### src/rtl/jc_pkg.sv
package jc_pkg;

  typedef enum logic [1:0] {
    OP_HOLD  = 2'd0,
    OP_SHIFT = 2'd1,
    OP_LOAD  = 2'd2
  } jc_op_e;

  // A legal twisted-ring pattern has at most one change along the chain.
  function automatic logic jc_is_valid(input logic [31:0] s, input int n);
    int edges;
    edges = 0;
    for (int i = 0; i < n - 1; i++) begin
      if (s[i] != s[i+1]) edges++;
    end
    return (edges <= 1);
  endfunction

endpackage

### src/rtl/jc_feedback.sv
module jc_feedback #(
  parameter int STAGES = 4
) (
  input  logic [STAGES-1:0] q_i,
  output logic              fb_o
);
  // Inverted tail, gated so that an isolated one followed by a zero cannot re-enter.
  assign fb_o = ~q_i[STAGES-1] & (q_i[0] | ~q_i[STAGES-2]);
endmodule

### src/rtl/jc_stage_reg.sv
module jc_stage_reg
  import jc_pkg::*;
#(
  parameter int STAGES = 4
) (
  input  logic              clk_i,
  input  logic              rst_ni,
  input  jc_op_e            op_i,
  input  logic              fb_i,
  input  logic [STAGES-1:0] load_val_i,
  output logic [STAGES-1:0] q_o
);
  logic [STAGES-1:0] q_next;

  always_comb begin
    unique case (op_i)
      OP_LOAD:  q_next = load_val_i;
      OP_SHIFT: q_next = {q_o[STAGES-2:0], fb_i};
      default:  q_next = q_o;
    endcase
  end

  always_ff @(posedge clk_i or negedge rst_ni) begin
    if (!rst_ni) q_o <= '0;
    else         q_o <= q_next;
  end

  assert_shift_R2: assert property (@(posedge clk_i) disable iff (!rst_ni)
    (op_i == OP_SHIFT) |=> (q_o[STAGES-1:1] == $past(q_o[STAGES-2:0])));

  assert_hold_R5: assert property (@(posedge clk_i) disable iff (!rst_ni)
    (op_i == OP_HOLD) |=> $stable(q_o));

  assert_load_R4: assert property (@(posedge clk_i) disable iff (!rst_ni)
    (op_i == OP_LOAD) |=> (q_o == $past(load_val_i)));
endmodule

### src/rtl/jc_decode.sv
module jc_decode #(
  parameter int STAGES = 4,
  localparam int STATES = 2 * STAGES
) (
  input  logic              clk_i,
  input  logic              rst_ni,
  input  logic [STAGES-1:0] q_i,
  output logic [STATES-1:0] dec_o
);
  for (genvar k = 0; k < STATES; k++) begin : g_line
    if (k == 0) begin : g_empty
      assign dec_o[k] = ~q_i[0] & ~q_i[STAGES-1];
    end else if (k < STAGES) begin : g_fill
      assign dec_o[k] = q_i[k-1] & ~q_i[k];
    end else if (k == STAGES) begin : g_full
      assign dec_o[k] = q_i[0] & q_i[STAGES-1];
    end else begin : g_drain
      assign dec_o[k] = ~q_i[k-STAGES-1] & q_i[k-STAGES];
    end
  end

  assert_onehot_R6: assert property (@(posedge clk_i) disable iff (!rst_ni)
    jc_pkg::jc_is_valid(32'(q_i), STAGES) |-> ($countones(dec_o) == 1));
endmodule

### src/rtl/jc_wrap.sv
module jc_wrap #(
  parameter int STAGES = 4
) (
  input  logic              clk_i,
  input  logic              rst_ni,
  input  logic              step_i,
  input  logic [STAGES-1:0] q_i,
  output logic              carry_o
);
  localparam logic [STAGES-1:0] LastState = {1'b1, {(STAGES-1){1'b0}}};

  always_ff @(posedge clk_i or negedge rst_ni) begin
    if (!rst_ni) carry_o <= 1'b0;
    else         carry_o <= step_i && (q_i == LastState);
  end

  assert_carry_zero_R7: assert property (@(posedge clk_i) disable iff (!rst_ni)
    carry_o |-> (q_i == '0));

  assert_carry_wrap_R7: assert property (@(posedge clk_i) disable iff (!rst_ni)
    (step_i && q_i == LastState) |=> carry_o);
endmodule

### src/rtl/johnson_div8.sv
module johnson_div8
  import jc_pkg::*;
#(
  parameter int STAGES = 4,
  localparam int STATES = 2 * STAGES
) (
  input  logic              clk_i,
  input  logic              rst_ni,
  input  logic              en_i,
  input  logic              load_i,
  input  logic [STAGES-1:0] load_val_i,
  output logic [STAGES-1:0] stage_o,
  output logic [STATES-1:0] dec_o,
  output logic              carry_o
);
  jc_op_e op;
  logic   fb;
  logic   step;

  // Seed wins over count.
  always_comb begin
    if (load_i)    op = OP_LOAD;
    else if (en_i) op = OP_SHIFT;
    else           op = OP_HOLD;
  end
  assign step = (op == OP_SHIFT);

  jc_feedback #(.STAGES(STAGES)) u_fb (
    .q_i (stage_o),
    .fb_o(fb)
  );

  jc_stage_reg #(.STAGES(STAGES)) u_reg (
    .clk_i     (clk_i),
    .rst_ni    (rst_ni),
    .op_i      (op),
    .fb_i      (fb),
    .load_val_i(load_val_i),
    .q_o       (stage_o)
  );

  jc_decode #(.STAGES(STAGES)) u_dec (
    .clk_i (clk_i),
    .rst_ni(rst_ni),
    .q_i   (stage_o),
    .dec_o (dec_o)
  );

  jc_wrap #(.STAGES(STAGES)) u_wrap (
    .clk_i  (clk_i),
    .rst_ni (rst_ni),
    .step_i (step),
    .q_i    (stage_o),
    .carry_o(carry_o)
  );

  assert_closed_R8: assert property (@(posedge clk_i) disable iff (!rst_ni)
    (step && jc_is_valid(32'(stage_o), STAGES)) |=> jc_is_valid(32'(stage_o), STAGES));
endmodule

### config.mk
export PLATFORM = sky130hd
export DESIGN_NAME = johnson_div8
export DESIGN_NICKNAME = d
export VERILOG_FILES = /design/src/rtl/jc_pkg.sv /design/src/rtl/jc_feedback.sv /design/src/rtl/jc_stage_reg.sv /design/src/rtl/jc_decode.sv /design/src/rtl/jc_wrap.sv /design/src/rtl/johnson_div8.sv
export SDC_FILE = /design/constraint.sdc
export NUM_CORES = 1
export LEC_CHECK = 0
export BUFFER_PORTS_ARGS = -buffer_cell sky130_fd_sc_hd__clkbuf_2
export CORE_AREA = 5 5 42 44
export DETAILED_ROUTE_END_ITERATION = 8
export DIE_AREA = 0 0 47 49
export HOLD_SLACK_MARGIN = 0.1
export PLACE_DENSITY = 0.47
export SLEW_MARGIN = 20
export SYNTH_ARGS = -nofsm -noshare
export SYNTH_HDL_FRONTEND = slang
export SYNTH_SLANG_ARGS = --single-unit
### constraint.sdc
create_clock -name clk_i -period 0.8 [get_ports clk_i]
set_input_delay 0.12 -clock clk_i [delete_from_list [all_inputs] [get_ports clk_i]]
set_output_delay 0.12 -clock clk_i [all_outputs]
set_load 0.02 [all_outputs]
[Yosys cells after proc, flatten, opt, wreduce, memory -nomap -nowiden]
Cells that the tools add are included.
Operators by class
  equal/unequal tests: 3
  muxes and demuxes: 3
  bitwise logic cells: 14
  reductions and logical operators: 2
Operators with widths (count)
  $and 1x1->1: 9
  $pmux 4 s2: 1
  $eq 4x4->1 const B: 1
  $not 1->1: 4
  $eq 2x1->1 const B: 1
  $eq 2x2->1 const B: 1
  $mux 2: 1
  $reduce_bool 2->1: 1
  $logic_and 1x1->1: 1
  $mux 1: 1
  $or 1x1->1: 1
Storage, ports and cells
  output and inout bits: 13
  input bits: 8
  word-level logic and storage cells: 24
  bits in registers: 5

[Longest topological paths before layout]
Gate-level depths: netlist (run 1).
  depth after elaboration: 4
  mapped depth: 4
  depth with buffers taken out: 3

[Cells and area by module]
Synthesis (run 1) repeated with hierarchy kept, for this count alone.
Second synthesis, totals
  cells, all modules: 33
  area, all modules: 320.3 um^2
By module, submodules not included
  jc_stage_reg: area an instance 202.7 um^2, cells an instance 19, seq. area each 100.1 um^2, instances 1
  jc_decode: area an instance 52.6 um^2, cells an instance 8, seq. area each 0.0 um^2, instances 1
  jc_wrap: area an instance 38.8 um^2, cells an instance 3, seq. area each 25.0 um^2, instances 1
  johnson_div8: area an instance 13.8 um^2, cells an instance 1, seq. area each 0.0 um^2, instances 1
  jc_feedback: area an instance 12.5 um^2, cells an instance 2, seq. area each 0.0 um^2, instances 1

[Worst setup path after synthesis (run 1)]
Ideal clock, no wire load.
  kind: register -> register
  start point: register u_reg.q_o[3]
  end point: register u_wrap.carry_o
  arrival time: 1027 ps
  required time: 732 ps
  stages on the path, launching flop included: 3
  slack: -295 ps
  setup time: 68 ps
  path buffers: 0
  period minus slack after synthesis: 1095 ps
  cell sequence: dfrtp_1 -> nor2b_2 -> and4b_1
Between the ends
  word-level cells in the longest chain between the ends: 2
RTL lines
  from (decl): RTL line jc_stage_reg.sv:11  | output logic [STAGES-1:0] q_o
  from (signal assigned): RTL line jc_stage_reg.sv:25  | else q_o <= q_next;
  $eq 4x4->1: RTL line jc_wrap.sv:14  | else carry_o <= step_i && (q_i == LastState);
  $logic_and 1x1->1: RTL line jc_wrap.sv:14
  to (signal assigned): RTL line jc_wrap.sv:14
  to (decl): RTL line jc_wrap.sv:8  | output logic carry_o
Every way passes these cells.
A chain may end at the register's enable or synchronous reset.

[Worst setup path after layout (run 1)]
  start point: register u_reg.q_o[2]
  end point: output port dec_o[3]
Between the ends
  word-level cells in the longest chain between the ends: 1
RTL lines
  $and 1x1->1: RTL line jc_decode.sv:14  | assign dec_o[k] = q_i[k-1] & ~q_i[k];
  to (decl): RTL line johnson_div8.sv:13  | output logic [STATES-1:0] dec_o,
Every way passes these cells.

==> results of run 1 <==
==> power by group through the flow <==
stage | sequential (uW) | combinational (uW) | clock [uW]
final | 334 | 517 | 285
after global placement | 338 | 293 | 0
after CTS | 333 | 451 | 301
after floorplan | 359 | 163 | 0
after global routing | 342 | 554 | 319
after detailed placement | 340 | 290 | 0
==> worst max path at each step <==
stage	from	endpoint	slack, ns	cells after the start
global route	u_reg.q_o[2]	dec_o[3]	-0.39	2
detailed placement	u_reg.q_o[2]	dec_o[3]	-0.14	2
floorplan	u_reg.q_o[2]	u_wrap.carry_o	-0.14	2
finish	u_reg.q_o[2]	dec_o[3]	-0.36	2
CTS	u_reg.q_o[2]	dec_o[3]	-0.38	2
global placement	u_reg.q_o[2]	dec_o[3]	-0.13	2
==> cells by family after synthesis <==
family	count (synthesis)	synth area share, %
flip-flops	5	44.2
buffers and inverters	2	3.54
multiplexers	3	10.6
AND/OR/NAND/NOR	16	32.7
AO/OA/AOI/OAI	5	8.85
==> area by class of cell <==
type | instances | area (um^2) | area share (%)
multi-input combinational | 24 | 195 | 27.9
timing repair buffer | 32 | 329 | 47.0
clock buffer | 4 | 26.3 | 3.75
tap | 16 | 20.0 | 2.86
sequential | 5 | 130 | 18.6
==> flip-flops by register name, indices dropped and copies added, names as in the netlist <==
signal,count
u_reg.q_o,4
u_wrap.carry_o,1
==> through the flow <==
step	util, %	power, uW
after floorplan	-	522
after global placement	31.3	631
after detailed placement	31.3	630
after CTS	46.4	1090
after global routing	50.0	1210
final	50.0	1140
==> metal layers <==
| layer | vias to the layer above | global-route usage [%] | part of all wire [%] |
|---|---|---|---|
| met1 | 150 | 9.35 | 37 |
| met2 | 16 | 14.0 | 51 |
| li1 | 168 | - | - |
| met5 | - | 0 | 0 |
| met4 | 0 | 5.53 | 0.66 |
| met3 | 2 | 3.32 | 10 |
==> worst max-delay path: stages (launching register included) <==
cell and delay [ns]:
dfrtp_2 0.45, and2b_2 0.22, buf_6 0.13
==> Yosys cell counts <==
cell	count
and2b_2	1
and4b_1	1
nand2_1	5
dfrtp_1	5
clkbuf_2	1
o21ai_1	4
nor2_1	2
and2_2	1
buf_2	1
nor2b_2	1
a21oi_1	1
mux2i_1	3
nor2b_1	5
==> repair_timing <==
item,CTS,global route
endpoints found under the hold margin,9,0
setup endpoints to repair,18,18
buffers inserted,4,4
gates resized for setup,26,20
hold buffers,5,0
pin swaps,1,3
==> metrics.txt, run 1 <==
min Tclk post-route 1.16 ns; Worst Hold Endpoint u_reg.q_o[2]; mapped cell area 283 um^2; Comb pwr share 45.5%; clock network fraction of design power 25.1%; Post-Syn Instances 31; P_sw 355 uW; reg2reg end u_reg.q_o[3]; critical-path maximum fanout 6; first-pass GRT wire length 1.46 mm; Warnings, synthesis 0; die height 49 um; hold_ws between 0.15 and 0.2 ns; Setup Crit Path Kind flip-flop to output pin; synth unique cells 13; Static Leak 0.000341 uW; 1st-iter DRT viols 0; CTS root buffer clkbuf_4; Final ANT Viol Nets 0; top area cells in the synthesized netlist dfrtp_1 (44%), nor2b_1 (11%), mux2i_1 (11%), o21ai_1 (7.1%), nand2_1 (6.6%); P_int 782 uW; Yosys reg bits 5; Setup violations, final 18; GRT Total Usage 8.84%; final hold vios 0; DRT Wirelength 907 um; CTS tree yes; HP Start load_i; CTS max path bufs 2; clk_lat worst skew 0.24 ns; Place WS -0.141 ns; non-filler cells in the finished layout 81; crit share post-route 144%; CTS sink cnt 5; overflow left after global routing 0; placed cell areas 438 um^2; Clock Skews ~0.00093 ns; Initial Util approximately a fifth; largest net degree at the start of global routing 10; post-synth top area share roughly 44%; htree depth 1; Nets 74; final slew viol count 0; Cells on Worst Hold Path 2; Layout area overhead 148%; violated checks setup timing; reg-to-reg startpoint u_reg.q_o[2]; core footprint 1400 um^2; Crit. End Element output pin; Mapped Avg Cell Area 9.12 um^2; relative slew slack about 90%; reg-to-reg setup timing slack -0.16 ns; Least-Margin Pin Slew 0.183 ns; Critical Path AT 1.04 ns; Die ar. 2300 um^2; drt wl/cell 11.2 um; DRC 0; sequential area share after synthesis 44.2%; P per Cell Area 1620 nW/um^2; vias in the first global route 330; commonest cells after routing, fill and taps aside clkbuf_2 (7), buf_8 (7), buf_6 (6); io pins 21; Sw Share 31.2%; post-synth top area cell dfrtp_1; share of cells above drive strength 1 70.8%; routability congestion estimate ~0.62; PnR worst setup slack -0.355 ns; DRT Pass-1 Iters 1; post-route cell area 701 um^2; die width 47 um; PortBufs 20; ANT cells 0; placed cells 66; Worst R2R Path Depth 3; Worst Path Required roughly 0.7 ns; hold crit path type input port to flip-flop; Setup TNS -4.22 ns; Peak Freq 866 MHz; CTS clk-pin slew, worst paths 0.04 ns; CP Launch Type flip-flop; Syn Nets 39; initial antenna violation count 0; routed vias/inst 4.15; outcome finished, violations left; peak supply drop 0.746 mV; Filler cells 145; total CTS buffers 3; Vias 336; power share of the sequential group 29.4%; # Max-Cap Violations 0; RSZ-0062 raised after global routing yes; # rows 14
No activity file was read; power rests on OpenSTA's default activity.
==> inputs of run 2 (changes only) <==
Settings changed: CELL_PAD_IN_SITES_DETAIL_PLACEMENT set to 1, CELL_PAD_IN_SITES_GLOBAL_PLACEMENT set to 2, CORE_AREA 5 5 42 44 to not set, CORE_MARGIN set to 5, CORE_UTILIZATION set to 18, DIE_AREA 0 0 47 49 to not set, PLACE_DENSITY 0.47 to 0.68.
Clock period 0.8 ns to 1.3 ns, I/O delays scaled along.
==> metrics.txt, run 2 (same netlist as run 1, synthesis figures left out) <==
outcome completed; PortBufs 20; DRT Wirelength 759 um; biggest regs u_reg.q_o (4), u_wrap.carry_o (1); post-layout util 28.8%; placed wire-length estimate roughly 630 um; PnR worst setup slack 0.0764 ns; crit share post-route between 90 and 100%; routability congestion estimate roughly 0.66; DRT Pass-1 Iters 1; Setup TNS 0 ns; die height roughly 50 um; Critical Path AT 1.03 ns; commonest cells after routing, fill and taps aside clkbuf_2 (20), nor2b_1 (5), nand2_1 (5); die width around 50 um; Layout area overhead 53.5%; most flop-heavy register u_reg.q_o; CTS clk-pin slew, worst paths 0.04 ns; P_int 353 uW; reg-to-reg setup timing slack 0.42 ns; total CTS buffers 3; htree depth 1; hold crit path type input port to flip-flop; placed cell areas 393 um^2; Die ar. roughly 2500 um^2; Initial Util 18.8%; CP Launch Type flip-flop; DRC 0; 1st-iter DRT viols 0; Sw Share 33.5%; clk_lat worst skew approximately 0.23 ns; overflow left after global routing 0; Final ANT Viol Nets 0; Crit. End Element output pin; max reg flops 4; peak supply drop 0.264 mV; Pwr Total between 500 and 600 uW; critical-path maximum fanout 7; core footprint 1510 um^2; Vias 281; drt wl/cell approximately 11 um; Place WS ~0.30 ns; min Tclk post-route 1.22 ns; Nets 63; CTS sink cnt 5; power share of the sequential group 37.0%; Setup violations, final 0; GRT Total Usage just over 7%; largest net degree at the start of global routing 10; share of cells above drive strength 1 55.6%; RSZ-0062 raised after global routing no; final hold vios 0; io pins 21; Setup Crit Path Kind flip-flop to output pin; P per Cell Area roughly 1200 nW/um^2; first-pass GRT wire length between 1 and 1.5 mm; commonest non-fill, non-tap cell in the layout clkbuf_2; Peak Freq 817 MHz; Worst Path Required between 1 and 1.5 ns; vias in the first global route approximately 300; # rows 14; P_sw 178 uW; Clock Skews around 0.00013 ns; relative slew slack 89.7%; ANT cells 0; CTS tree yes; CTS root buffer clkbuf_4; clock network fraction of design power 32.9%; CTS max path bufs 2; Least-Margin Pin Slew 0.150 ns; Static Leak 0.000233 uW; initial antenna violation count 0; routed vias/inst around 4; post-route cell area 434 um^2; # Max-Cap Violations 0; Comb pwr share 30.1%; final slew viol count 0
-- run 2: cell count changes in the layout (fill, tap and decap cells not counted), sizes merged --
cell | previous run | this run
buf | 17 | 0
dlygate4sd3 | 5 | 1
clkbuf | 14 | 24
-- run 2: final timing paths --
check                            endpoint     startpoint  cells after the start
max                              dec_o[3]   u_reg.q_o[3]                      2
min                          u_reg.q_o[0]  load_val_i[0]                      3
max reg2reg                u_wrap.carry_o   u_reg.q_o[3]                      2
min reg2reg                  u_reg.q_o[0]   u_reg.q_o[0]                      2
max in group asynchronous    u_reg.q_o[0]         rst_ni                      2
min in group asynchronous  u_wrap.carry_o         rst_ni                      2
-- run 2: layout make-up --
class | count | area (um^2)
tap | 16 | 20.0
clock buffer | 4 | 26.3
multi-input combinational | 24 | 148
sequential | 5 | 130
timing repair buffer | 21 | 110
fill | 198 | 1070
-- run 2: worst max-delay path, stage by stage (launching register included) --
cell,delay [ns]
dfrtp_2,0.43
and2b_2,0.21
clkbuf_2,0.16
-- run 2: power groups by stage --
stage                     Clock (uW)  Combinational [uW]  Sequential (uW)
after floorplan                    0                85.9              209
after global placement             0                 159              197
after detailed placement           0                 160              198
after CTS                        185                 163              196
after global routing             197                 177              203
final                            174                 160              196
-- run 2: metrics by stage --
step / std cells / hold WS, ns
2_1_floorplan: 31 / -0.101
3_3_place_gp: 65 / 0.0130
3_5_place_dp: 65 / 0.0161
4_1_cts: 70 / 0.158
5_1_grt: 70 / 0.185
6_report: 70 / 0.164
-- run 2: routing by layer --
layer	wire (um)	GRT usage, %	part of all wire (%)	vias up
li1	-	-	-	146
met1	293	7.30	39	115
met4	25	9.17	3.3	0
met3	126	3.31	17	2
met5	0	0	0	-
met2	313	9.53	41	18
-- run 2: repair_timing --
| action | in CTS | in global routing |
|---|---|---|
| gates resized for setup | 0 | 4 |
| setup buffers | 0 | 0 |
| hold buffers | 1 | 0 |
| endpoints found under the hold margin | 5 | 0 |
| endpoints found under the setup margin | 0 | 5 |
==> inputs of run 3 (changes only) <==
Settings changed: BUFFER_PORTS_ARGS -buffer_cell sky130_fd_sc_hd__clkbuf_2 to -buffer_cell sky130_fd_sc_hd__buf_2.
==> metrics.txt, run 3 (same netlist as run 1, synthesis figures left out) <==
vias in the first global route approximately 270; Worst Path Required 1.11 ns; Crit. End Element output pin; final hold vios 0; peak supply drop 0.358 mV; Critical Path AT roughly 1.0 ns; commonest non-fill, non-tap cell in the layout buf_2; outcome completed; first-pass GRT wire length approximately 1.3 mm; die width 49.6 um; Nets 64; DRT Pass-1 Iters 1; io pins 21; overflow left after global routing 0; P per Cell Area 1230 nW/um^2; clk_lat worst skew ~0.24 ns; Max stage delay on crit path 0.45 ns; core footprint about 1500 um^2; RSZ-0062 raised after global routing no; drt wl/cell between 10 and 15 um; critical-path maximum fanout 8; Setup violations, final 0; Least-Margin Pin Slew 0.225 ns; Clock Skews 0.00114 ns; CTS root buffer clkbuf_4; Static Leak around 0.00024 uW; Initial Util 18.8%; routability congestion estimate 0.656; share of cells above drive strength 1 52.7%; Peak Freq 813 MHz; most flop-heavy register u_reg.q_o; final slew viol count 0; commonest cells after routing, fill and taps aside buf_2 (20), nor2b_1 (5), nand2_1 (5); CP cell instances and2_2, buf_2; CP Launch Type flip-flop; hold crit path type input port to flip-flop; Top delay family on crit path flip-flops; CTS sink cnt 5; CTS clk-pin slew, worst paths 0.04 ns; Setup Crit Path Kind flip-flop to output pin; largest net degree at the start of global routing 10; CTS tree yes; Vias 301; htree depth 1; Layout area overhead 55.3%; # rows 14; post-route cell area 439 um^2; 1st-iter DRT viols 0; Final ANT Viol Nets 0; placed cell areas 393 um^2; initial antenna violation count 0; # Max-Cap Violations 0; slowest CP cell dfrtp_1; routed vias/inst 4.24; Setup TNS 0 ns; DRT Wirelength 776 um; min Tclk post-route 1.23 ns; die height roughly 50 um; Filler cells 194; GRT Total Usage 7.22%; DRC 0; PortBufs 20; ANT cells 0; total CTS buffers 3; Die ar. about 2500 um^2; number of buffers and inverters on the critical path 1; hold_ws 0.157 ns; relative slew slack 85.0%; max reg flops 4; biggest regs u_reg.q_o (4), u_wrap.carry_o (1); CTS max path bufs 2; crit share post-route 94.6%
## run 3: cell types whose count changed in the layout (fill, tap and decap cells not counted), sizes merged
cell | before | now
buf | 0 | 21
clkbuf | 24 | 4
## run 3: report_power, final
part	switching [uW]	leakage [uW]	total [uW]	internal (uW)
Sequential	23.8	0.0000601	195	171
Clock	63.1	0.0000150	179	116
Combinational	95.7	0.000168	164	68.7
Total	183	0.000243	539	356
## run 3: tightest hold or removal path, delay by kind of cell
family	cells	cell delay, ns
buffers and inverters	1	0.08
and+or+nand+nor	2	0.09
## run 3: path summary, 6_finish.rpt
path	slack, ns	from	cells after the start	to
hold / removal	0.16	load_val_i[0]	3	u_reg.q_o[0]
hold reg to reg	0.62	u_reg.q_o[3]	2	u_reg.q_o[3]
setup reg to reg	0.40	u_reg.q_o[2]	3	u_reg.q_o[3]
setup / recovery	0.07	u_reg.q_o[0]	2	dec_o[4]
min in group asynchronous	0.30	rst_ni	2	u_wrap.carry_o
max in group asynchronous	0.85	rst_ni	2	u_reg.q_o[2]
## run 3: what timing repair did
item,4_1_cts,5_1_grt
setup endpoints to repair,1,1
hold endpoints to repair,5,0
resized for setup,1,1
hold buffers,1,0
setup buffers,0,1
## run 3: metal layers
| layer | GRT usage (%) | up-vias | routed length (um) |
|---|---|---|---|
| met5 | 0 | - | 0 |
| met4 | 9.17 | 0 | 19 |
| met3 | 3.61 | 2 | 102 |
| met2 | 8.90 | 18 | 318 |
| met1 | 7.69 | 129 | 335 |
| li1 | - | 152 | - |
## run 3: final cells by class
type | instances | area, um^2 | area share, %
clock buffer | 4 | 26.3 | 5.98
sequential | 5 | 128 | 29.1
multi-input combinational | 24 | 148 | 33.6
timing repair buffer | 22 | 118 | 26.8
tap | 16 | 20.0 | 4.56
## run 3: stage by stage
step / setup WS (ns) / util, % / total power [uW] / std cells
after floorplan: 0.196 / - / 295 / 31
after CTS: 0.0316 / 28.6 / 553 / 70
after global placement: 0.268 / 26.1 / 358 / 65
after global routing: 0.00710 / 29.2 / 578 / 71
final: 0.0700 / 29.2 / 539 / 71
after detailed placement: 0.266 / 26.1 / 358 / 65
